<file path="src/rtl/refsw_pkg.sv">
package refsw_pkg;
   localparam int MODE_W  = 2;
   localparam int STATE_W = 3;

   typedef enum logic [STATE_W-1:0] {
      ST_INIT  = 3'd0,
      ST_TRK_P = 3'd1,
      ST_HLD_P = 3'd2,
      ST_TRK_S = 3'd3,
      ST_HLD_S = 3'd4,
      ST_LOST  = 3'd5
   } sw_state_e;

   typedef enum logic [1:0] {
      POL_AUTO  = 2'd0,
      POL_FRC_P = 2'd1,
      POL_FRC_S = 2'd2
   } policy_e;

   typedef struct packed {
      policy_e pol;
      logic    pref_sec;
   } sw_cfg_t;

   function automatic policy_e decode_mode(input logic [MODE_W-1:0] f);
      case (f)
         2'b01:   return POL_FRC_P;
         2'b10:   return POL_FRC_S;
         default: return POL_AUTO;
      endcase
   endfunction

   function automatic logic is_hold(input sw_state_e s);
      return (s == ST_HLD_P) || (s == ST_HLD_S);
   endfunction
endpackage

</file>
<file path="src/rtl/refsw_cfg.sv">
module refsw_cfg
   import refsw_pkg::*;
(
   input  logic              clk,
   input  logic              rst,
   input  logic              wr,
   input  logic [MODE_W-1:0] mode_in,
   input  logic              pref_in,
   output sw_cfg_t           cur_cfg,
   output sw_cfg_t           eff_cfg,
   output logic              restart
);
   sw_cfg_t cfg_q;
   policy_e new_pol;

   assign new_pol = decode_mode(mode_in);
   assign restart = wr && (new_pol != cfg_q.pol);

   always_ff @(posedge clk) begin
      if (rst) begin
         cfg_q.pol      <= POL_AUTO;
         cfg_q.pref_sec <= 1'b0;
      end else if (wr) begin
         cfg_q.pol      <= new_pol;
         cfg_q.pref_sec <= pref_in;
      end
   end

   always_comb begin
      eff_cfg = cfg_q;
      if (restart) begin
         eff_cfg.pol      = new_pol;
         eff_cfg.pref_sec = pref_in;
      end
   end

   assign cur_cfg = cfg_q;
endmodule

</file>
<file path="src/rtl/refsw_dwell.sv">
module refsw_dwell #(
   parameter int HOLD_CYCLES = 16
) (
   input  logic clk,
   input  logic rst,
   input  logic in_hold,
   output logic done
);
   localparam int             CNT_W = $clog2(HOLD_CYCLES + 1);
   localparam logic [CNT_W-1:0] LAST = CNT_W'(HOLD_CYCLES - 1);

   logic [CNT_W-1:0] cnt_q;

   always_ff @(posedge clk) begin
      if (rst || !in_hold) cnt_q <= '0;
      else if (cnt_q != LAST) cnt_q <= cnt_q + 1'b1;
   end

   assign done = (cnt_q == LAST);
endmodule

</file>
<file path="src/rtl/refsw_fsm.sv">
module refsw_fsm
   import refsw_pkg::*;
(
   input  logic      clk,
   input  logic      rst,
   input  logic      restart,
   input  sw_cfg_t   eff_cfg,
   input  logic      prim_ok,
   input  logic      sec_ok,
   input  logic      dwell_done,
   output sw_state_e state_q
);
   sw_state_e base, nxt, entry;

   assign base  = restart ? ST_INIT : state_q;
   assign entry = eff_cfg.pref_sec ? ST_TRK_S : ST_TRK_P;

   always_comb begin
      nxt = base;
      case (eff_cfg.pol)
         POL_FRC_P: nxt = prim_ok ? ST_TRK_P : ST_LOST;
         POL_FRC_S: nxt = sec_ok  ? ST_TRK_S : ST_LOST;
         default: begin
            case (base)
               ST_TRK_P: begin
                  if (!prim_ok)                       nxt = ST_HLD_P;
                  else if (eff_cfg.pref_sec && sec_ok) nxt = ST_TRK_S;
               end
               ST_HLD_P: begin
                  if (prim_ok)                        nxt = ST_TRK_P;
                  else if (dwell_done && sec_ok)       nxt = ST_TRK_S;
               end
               ST_TRK_S: begin
                  if (!sec_ok)                        nxt = ST_HLD_S;
                  else if (!eff_cfg.pref_sec && prim_ok) nxt = ST_TRK_P;
               end
               ST_HLD_S: begin
                  if (sec_ok)                         nxt = ST_TRK_S;
                  else if (dwell_done && prim_ok)      nxt = ST_TRK_P;
               end
               default: nxt = entry;
            endcase
         end
      endcase
   end

   always_ff @(posedge clk) begin
      if (rst) state_q <= ST_INIT;
      else     state_q <= nxt;
   end
endmodule

</file>
<file path="src/rtl/refsw_ctrl.sv">
module refsw_ctrl
   import refsw_pkg::*;
#(
   parameter int HOLD_CYCLES = 16,
   parameter bit STATUS_FLOP = 1'b1
) (
   input  logic               clk,
   input  logic               rst,
   input  logic               cfg_wr,
   input  logic [MODE_W-1:0]  cfg_mode,
   input  logic               cfg_pref_sec,
   input  logic               prim_ok,
   input  logic               sec_ok,
   output logic               sel_sec,
   output logic               holdover,
   output logic               lock_lost,
   output logic [STATE_W-1:0] state_code,
   output logic               prim_ok_stat,
   output logic               sec_ok_stat
);
   initial begin
      if (HOLD_CYCLES < 1) $fatal(1, "HOLD_CYCLES must be at least 1");
   end

   sw_cfg_t   cur_cfg, eff_cfg;
   logic      restart, dwell_done;
   sw_state_e state_q;

   refsw_cfg u_cfg (
      .clk(clk), .rst(rst), .wr(cfg_wr), .mode_in(cfg_mode),
      .pref_in(cfg_pref_sec), .cur_cfg(cur_cfg), .eff_cfg(eff_cfg),
      .restart(restart)
   );

   refsw_dwell #(.HOLD_CYCLES(HOLD_CYCLES)) u_dwell (
      .clk(clk), .rst(rst), .in_hold(is_hold(state_q)), .done(dwell_done)
   );

   refsw_fsm u_fsm (
      .clk(clk), .rst(rst), .restart(restart), .eff_cfg(eff_cfg),
      .prim_ok(prim_ok), .sec_ok(sec_ok), .dwell_done(dwell_done),
      .state_q(state_q)
   );

   assign sel_sec    = (state_q == ST_TRK_S) || (state_q == ST_HLD_S) ||
                       ((state_q == ST_LOST) && (cur_cfg.pol == POL_FRC_S));
   assign holdover   = is_hold(state_q);
   assign lock_lost  = (state_q == ST_LOST);
   assign state_code = state_q;

   generate
      if (STATUS_FLOP) begin : g_stat_flop
         always_ff @(posedge clk) begin
            if (rst) begin
               prim_ok_stat <= 1'b0;
               sec_ok_stat  <= 1'b0;
            end else begin
               prim_ok_stat <= prim_ok;
               sec_ok_stat  <= sec_ok;
            end
         end
      end else begin : g_stat_wire
         assign prim_ok_stat = prim_ok;
         assign sec_ok_stat  = sec_ok;
      end
   endgenerate
endmodule

</file>
<file path="config.mk">
export PLATFORM = sky130hd
export DESIGN_NAME = refsw_ctrl
export DESIGN_NICKNAME = d
export VERILOG_FILES = /design/src/rtl/refsw_pkg.sv /design/src/rtl/refsw_cfg.sv /design/src/rtl/refsw_dwell.sv /design/src/rtl/refsw_fsm.sv /design/src/rtl/refsw_ctrl.sv
export SDC_FILE = /design/constraint.sdc
export NUM_CORES = 1
export LEC_CHECK = 0
export CAP_MARGIN = 10
export CORE_MARGIN = 5
export CORE_UTILIZATION = 44
export CTS_CLUSTER_DIAMETER = 50
export CTS_CLUSTER_SIZE = 20
export DETAILED_ROUTE_END_ITERATION = 10
export HOLD_SLACK_MARGIN = 0.1
export PLACE_DENSITY = 0.74
export SYNTH_ARGS = -nofsm -noshare
export SYNTH_HDL_FRONTEND = slang
export SYNTH_SLANG_ARGS = --single-unit
</file>
<file path="constraint.sdc">
create_clock -name clk -period 1.55 [get_ports clk]
set_input_delay 0.31 -clock clk [delete_from_list [all_inputs] [get_ports clk]]
set_output_delay 0.31 -clock clk [all_outputs]
set_load 0.05 [all_outputs]
</file>
# Word level (Yosys, flattened, before mapping)
# Index checks and enable logic that the tools add are counted.
[word_totals]
register_bits = 13
latchBits = 0
mem_bits_rw = 0
romBits = 0
inputBits = 8
output_inout_bits = 8
elab_cells = 51
n_memories = 0
[op_classes]
n_addsub = 1
multipliers = 0
n_div = 0
n_lt_le_gt_ge = 0
eq_ne = 16
shifts = 0
mux = 16
bitwise_logic = 0
n_reduce_logical = 12
[op_table]
columns = ["operator", "n"]
rows = [
  ["2-to-1 mux 3 bit", 12],
  ["== test 3 x 2 -> 1 bit, second input constant", 4],
  ["case mux 3 bit (4 select lines)", 1],
  ["== test 3 bit, second input constant", 3],
  ["== test 2 bit, second input constant", 3],
  ["logical AND 1 bit", 6],
  ["case mux 3 bit (2 select lines)", 1],
  ["adder 5 x 1 -> 5 bit, second input constant", 1],
  ["== test 5 x 4 -> 1 bit, second input constant", 1],
  ["inequality test 5 x 4 -> 1 bit, second input constant", 1],
  ["== test 2 x 1 -> 1 bit, second input constant", 2],
  ["logical OR 1 bit", 4],
  ["case mux 2 bit (2 select lines)", 1],
  ["== test 3 x 1 -> 1 bit, second input constant", 1],
  ["logical NOT 1 bit", 2],
  ["2-to-1 mux 2 bit", 1],
  ["inequality test 2 bit", 1],
]

# Longest topological paths before layout
[logic_depth]
depth_word = 11
ltp_mapped = 8
mapped_depth_nobuf = 8

# Modules after synthesis
# From an unflattened synthesis, not the netlist that was laid out.
[hier_totals]
cells_unflattened = 98
area_unflattened_um2 = 848.3
[by_module_without_submodules]
columns = ["mod", "n_inst", "cells_each", "area_each_um2", "seq_area_each_um2"]
rows = [
  ["refsw_fsm", 1, 43, 347.8, 60.1],
  ["refsw_dwell", 1, 24, 232.7, 100.1],
  ["refsw_cfg", 1, 18, 170.2, 60.1],
  ["refsw_ctrl", 1, 13, 97.6, 40.0],
]

# Worst setup path before layout
# OpenSTA, ideal clock, no wires.
[synth_path]
path_type = "flip-flop to output port"
startpoint = "register u_fsm.state_q[0]"
endpoint = "output sel_sec"
arrival_time_ns = 1.789
t_required_ns = 1.240
path_slack_ns = -0.549
stages_incl_launch_ff = 4
path_cell_list = "dfxtp_1 -> buf_2 -> nand2_1 -> o22ai_1"
[synth_between]
elab_chain_cells = 3
elab_cells_between_ends = 6
cone_classes = "eq/ne (3); reduce/logical (3)"
[synth_rtl]
columns = ["item", "line_no", "text"]
rows = [
  ["start, declared", "refsw_fsm.sv:11", "output sw_state_e state_q"],
  ["start signal, assigned", "refsw_fsm.sv:49", "else state_q <= nxt;"],
  ["== test 3 x 2 -> 1 bit (tied with other cells)", "refsw_ctrl.sv:45", "assign sel_sec = (state_q == ST_TRK_S) || (state_q == ST_HLD_S) ||"],
  ["logical OR 1 bit or logical AND 1 bit (tied branches)", "refsw_ctrl.sv:45, refsw_ctrl.sv:46", ""],
  ["logical OR 1 bit *", "refsw_ctrl.sv:45", ""],
  ["end, declared", "refsw_ctrl.sv:14", "output logic sel_sec,"],
]
# Every way passes the cells marked *; elsewhere a longest branch is shown, timed or not.

# Worst setup path in the final report
[layout_path]
startpoint = "register u_fsm.state_q[1]"
endpoint = "output sel_sec"
# The elaborated chain is that of the path after synthesis.

==> flow_metrics.env <==
export IMPL_cp_end_kind="output pin"
export IMPL_overflow=0
export IMPL_p_clk_frac=0.212
export IMPL_h_tree_depth=1
export IMPL_clockRootBuffer="clkbuf_4"
export IMPL_cts_inserted_buffers=3
export IMPL_vias_per_cell=5.363
export IMPL_arrival_ns=1.27
export IMPL_grt_start_max_net_pins=13
export IMPL_combPwrFrac=0.414
export IMPL_syn_mean_instance_area_um2=8.320
export IMPL_die_area_um2=2790
export IMPL_ys_ff_latch=13
export IMPL_nFillCells=111
export IMPL_die_x_um=52.83
export IMPL_synthSimpleGateAreaFrac=0.2465
export IMPL_drcViolationCount=0
export IMPL_crit_chain="or2b_4 > o22ai_4 > buf_12"
export IMPL_ir_worst_vdd_v=0.0005717
export IMPL_worst_slack_ns=-0.03202
export IMPL_power_per_cell_area_nw_per_um2=732.9
export IMPL_rows=15
export IMPL_synth_xor_area_frac=0.05426
export IMPL_start_util=0.4674
export IMPL_violations="negative setup slack"
export IMPL_fin_skew_ns=0.003237
export IMPL_layout_drive_gt1_share=0.4593
export IMPL_syn_inst=97
export IMPL_drtIter0Drc=17
export IMPL_rsz0062_at_grt="yes"
export IMPL_crit_path_max_fanout=5
export IMPL_vias=858
export IMPL_place_congestion=0.7470
export IMPL_diodes=0
export IMPL_cts_buffer_depth=2
export IMPL_portBuffers=15
export IMPL_cp_slowest_cell="dfxtp_4"
export IMPL_muxShareOfSynthArea=0.02481
export IMPL_yosysSeqAreaShare=0.3225
export IMPL_cp_start_kind="flop"
export IMPL_slew_violations=0
export IMPL_grt_usage=0.1875
export IMPL_synth_compound_area_frac=0.2031
export IMPL_core_area_um2=1727
export IMPL_dp_slack_ns=-0.6408
export IMPL_switchingPower_uw=347.3
export IMPL_max_freq_ghz=0.6321
export IMPL_yosys_warnings=0
export IMPL_synth_cell_types=38
export IMPL_status="finished with violations"
export IMPL_yosys_area_share_adder=0.06202
export IMPL_syn_num_nets=109
export IMPL_tightest_slew_ns=0.2967
export IMPL_io_pins=16
export IMPL_clk_latency_ns=0.28
export IMPL_wl_mm=2.341
export IMPL_cts_tree="yes"
export IMPL_die_y_um=52.83
export IMPL_hold_path_depth=2
export IMPL_fin_crit_sh=1.021
export IMPL_area_delta_synth_final_pct=70.39
export IMPL_critPathRequiredTime_ns=1.24
export IMPL_clk_pin_slew_worst_paths_ns=0.08
export IMPL_ant_nets=0
export IMPL_fin_util=0.7964
export IMPL_period_needed_ns=1.582
export IMPL_setup_viol_count_final=5
export IMPL_dp_hpwl_mm=1.566
export IMPL_ctsHoldBuffers=0
export IMPL_slew_headroom=0.7996
export IMPL_synth_area_um2=807.0
export IMPL_synth_top_family_by_area="simple AND/OR/NAND/NOR gates"
export IMPL_drv_cap=0
export IMPL_finalPower_mw=1.008
export IMPL_grt_pass1_vias=860
export IMPL_swShare=0.3447
export IMPL_hp_class="reg2reg"
export IMPL_firstDrtPassIters=4
export IMPL_antenna_found_initial=0
export IMPL_grt_pass1_wl_mm=3.829
export IMPL_path_class="reg2out"
export IMPL_p_leak_nw=0.5454
export IMPL_cts_sinks=13
export IMPL_hold_viol=0
export IMPL_nets=148
export IMPL_reg2reg_depth=8
export IMPL_seq_power_share=0.374
export IMPL_p_int_uw=660.4
export IMPL_critPathMaxStageDelay_ns=0.37
export IMPL_wl_per_cell_um=14.63
final timing paths:
check	startpoint	to	slack, ns
worst min-delay path	u_dwell.cnt_q[4]	u_dwell.cnt_q[4]	0.49
worst max register to register	u_cfg.cur_cfg[2]	u_fsm.state_q[2]	-0.03
worst min register to register	u_dwell.cnt_q[4]	u_dwell.cnt_q[4]	0.49
worst max-delay path	u_fsm.state_q[1]	sel_sec	-0.03
routing by layer:
layer / track usage / wire length (um) / vias up
li1: - / - / 416
met1: 0.2209 / 1037 / 411
met2: 0.3368 / 1155 / 25
met3: 0.02849 / 104 / 6
met4: 0.06809 / 42 / 0
met5: 0 / 0 / -
sequential cells by signal (all words and copies together) (netlist names):
| signal | flops |
|---|---|
| prim_ok_stat | 1 |
| sec_ok_stat | 1 |
| u_cfg.cur_cfg | 3 |
| u_dwell.cnt_q | 5 |
| u_fsm.state_q | 3 |
cells in the final DEF, fill, tap and decap left out, types with 3 or more instances in the layout:
cell type / instances
buf_12: 6
dfxtp_2: 3
xnor2_1: 3
dfxtp_1: 7
inv_1: 7
ha_4: 3
clkbuf_4: 3
nand2_1: 3
nor2_1: 12
buf_4: 25
dfxtp_4: 3
clkdlybuf4s50_1: 4
worst max-delay path, delay by kind of cell (launching register included):
family	cells	cell delay [ns]
compound gates	1	0.18
buf+inv	1	0.16
flops	1	0.37
simple gates	1	0.28
synthesized netlist by cell type, drive strengths merged:
| master | count | share of area |
|---|---|---|
| nand4b | 1 | 0.011 |
| o221ai | 1 | 0.011 |
| o21bai | 1 | 0.0093 |
| a21oi | 3 | 0.019 |
| or2b | 1 | 0.0093 |
| nand3b | 2 | 0.019 |
| nand2 | 3 | 0.014 |
| inv | 9 | 0.042 |
| xor2 | 2 | 0.022 |
| ha | 4 | 0.062 |
| buf | 2 | 0.012 |
| o21a | 2 | 0.019 |
| clkbuf | 3 | 0.033 |
| nor2 | 14 | 0.065 |
| or3 | 1 | 0.0078 |
| o31ai | 1 | 0.0093 |
| o21ba | 1 | 0.012 |
| nor3b | 1 | 0.0093 |
| o32ai | 1 | 0.011 |
| a211oi | 3 | 0.028 |
| nor2b | 5 | 0.039 |
| mux2i | 2 | 0.025 |
| o22ai | 2 | 0.016 |
| nand2b | 2 | 0.016 |
| a21boi | 1 | 0.0093 |
| nor3 | 1 | 0.0062 |
| o41ai | 1 | 0.011 |
| nor4b | 3 | 0.033 |
| and3b | 1 | 0.011 |
| and3 | 1 | 0.0078 |
| dfxtp | 13 | 0.32 |
| o21ai | 2 | 0.012 |
| a221oi | 2 | 0.022 |
| xnor2 | 3 | 0.033 |
| a31oi | 2 | 0.016 |
power groups by stage:
stage | registers (mW) | clock network [mW] | logic [mW]
floorplan | 0.413 | 0 | 0.182
global placement | 0.386 | 0 | 0.367
detailed placement | 0.386 | 0 | 0.375
CTS | 0.375 | 0.216 | 0.400
global route | 0.380 | 0.235 | 0.443
finish | 0.377 | 0.214 | 0.417
through the flow:
stage	setup TNS (ns)	instance area, um2	std cells	hold slack, ns
after detailed placement	-1.627	1209	147	0.4804
after CTS	-0.08571	1304	156	0.4987
after global placement	-1.240	1209	147	0.4701
after floorplan	-0.008234	895.9	97	0.4382
final	-0.09687	1375	160	0.4934
after global routing	-0.4506	1375	160	0.5680
final cells by class:
| type | instances | area [um2] | area share |
|---|---|---|---|
| clock buffers | 4 | 26.28 | 0.01911 |
| inverters | 9 | 33.78 | 0.02457 |
| multi-input cells | 70 | 623.1 | 0.4531 |
| flip-flops and latches | 13 | 275.3 | 0.2002 |
| well taps | 25 | 31.28 | 0.02275 |
| repair buffers | 39 | 385.4 | 0.2803 |
cells by family after synthesis:
| group | Yosys count |
|---|---|
| XOR/XNOR | 5 |
| multiplexers | 2 |
| AO/OA/AOI/OAI | 23 |
| AND/OR/NAND/NOR | 36 |
| adder cells (fa/ha/maj) | 4 |
| buffers and inverters | 14 |
| flip-flops | 13 |
what timing repair did:
item	4_1_cts	5_1_grt
pin swaps	4	7
buffers inserted	5	4
endpoints found under the hold margin	0	0
setup endpoints to repair	6	7
resized for setup	14	10
Power figures use the tool's default switching activity.
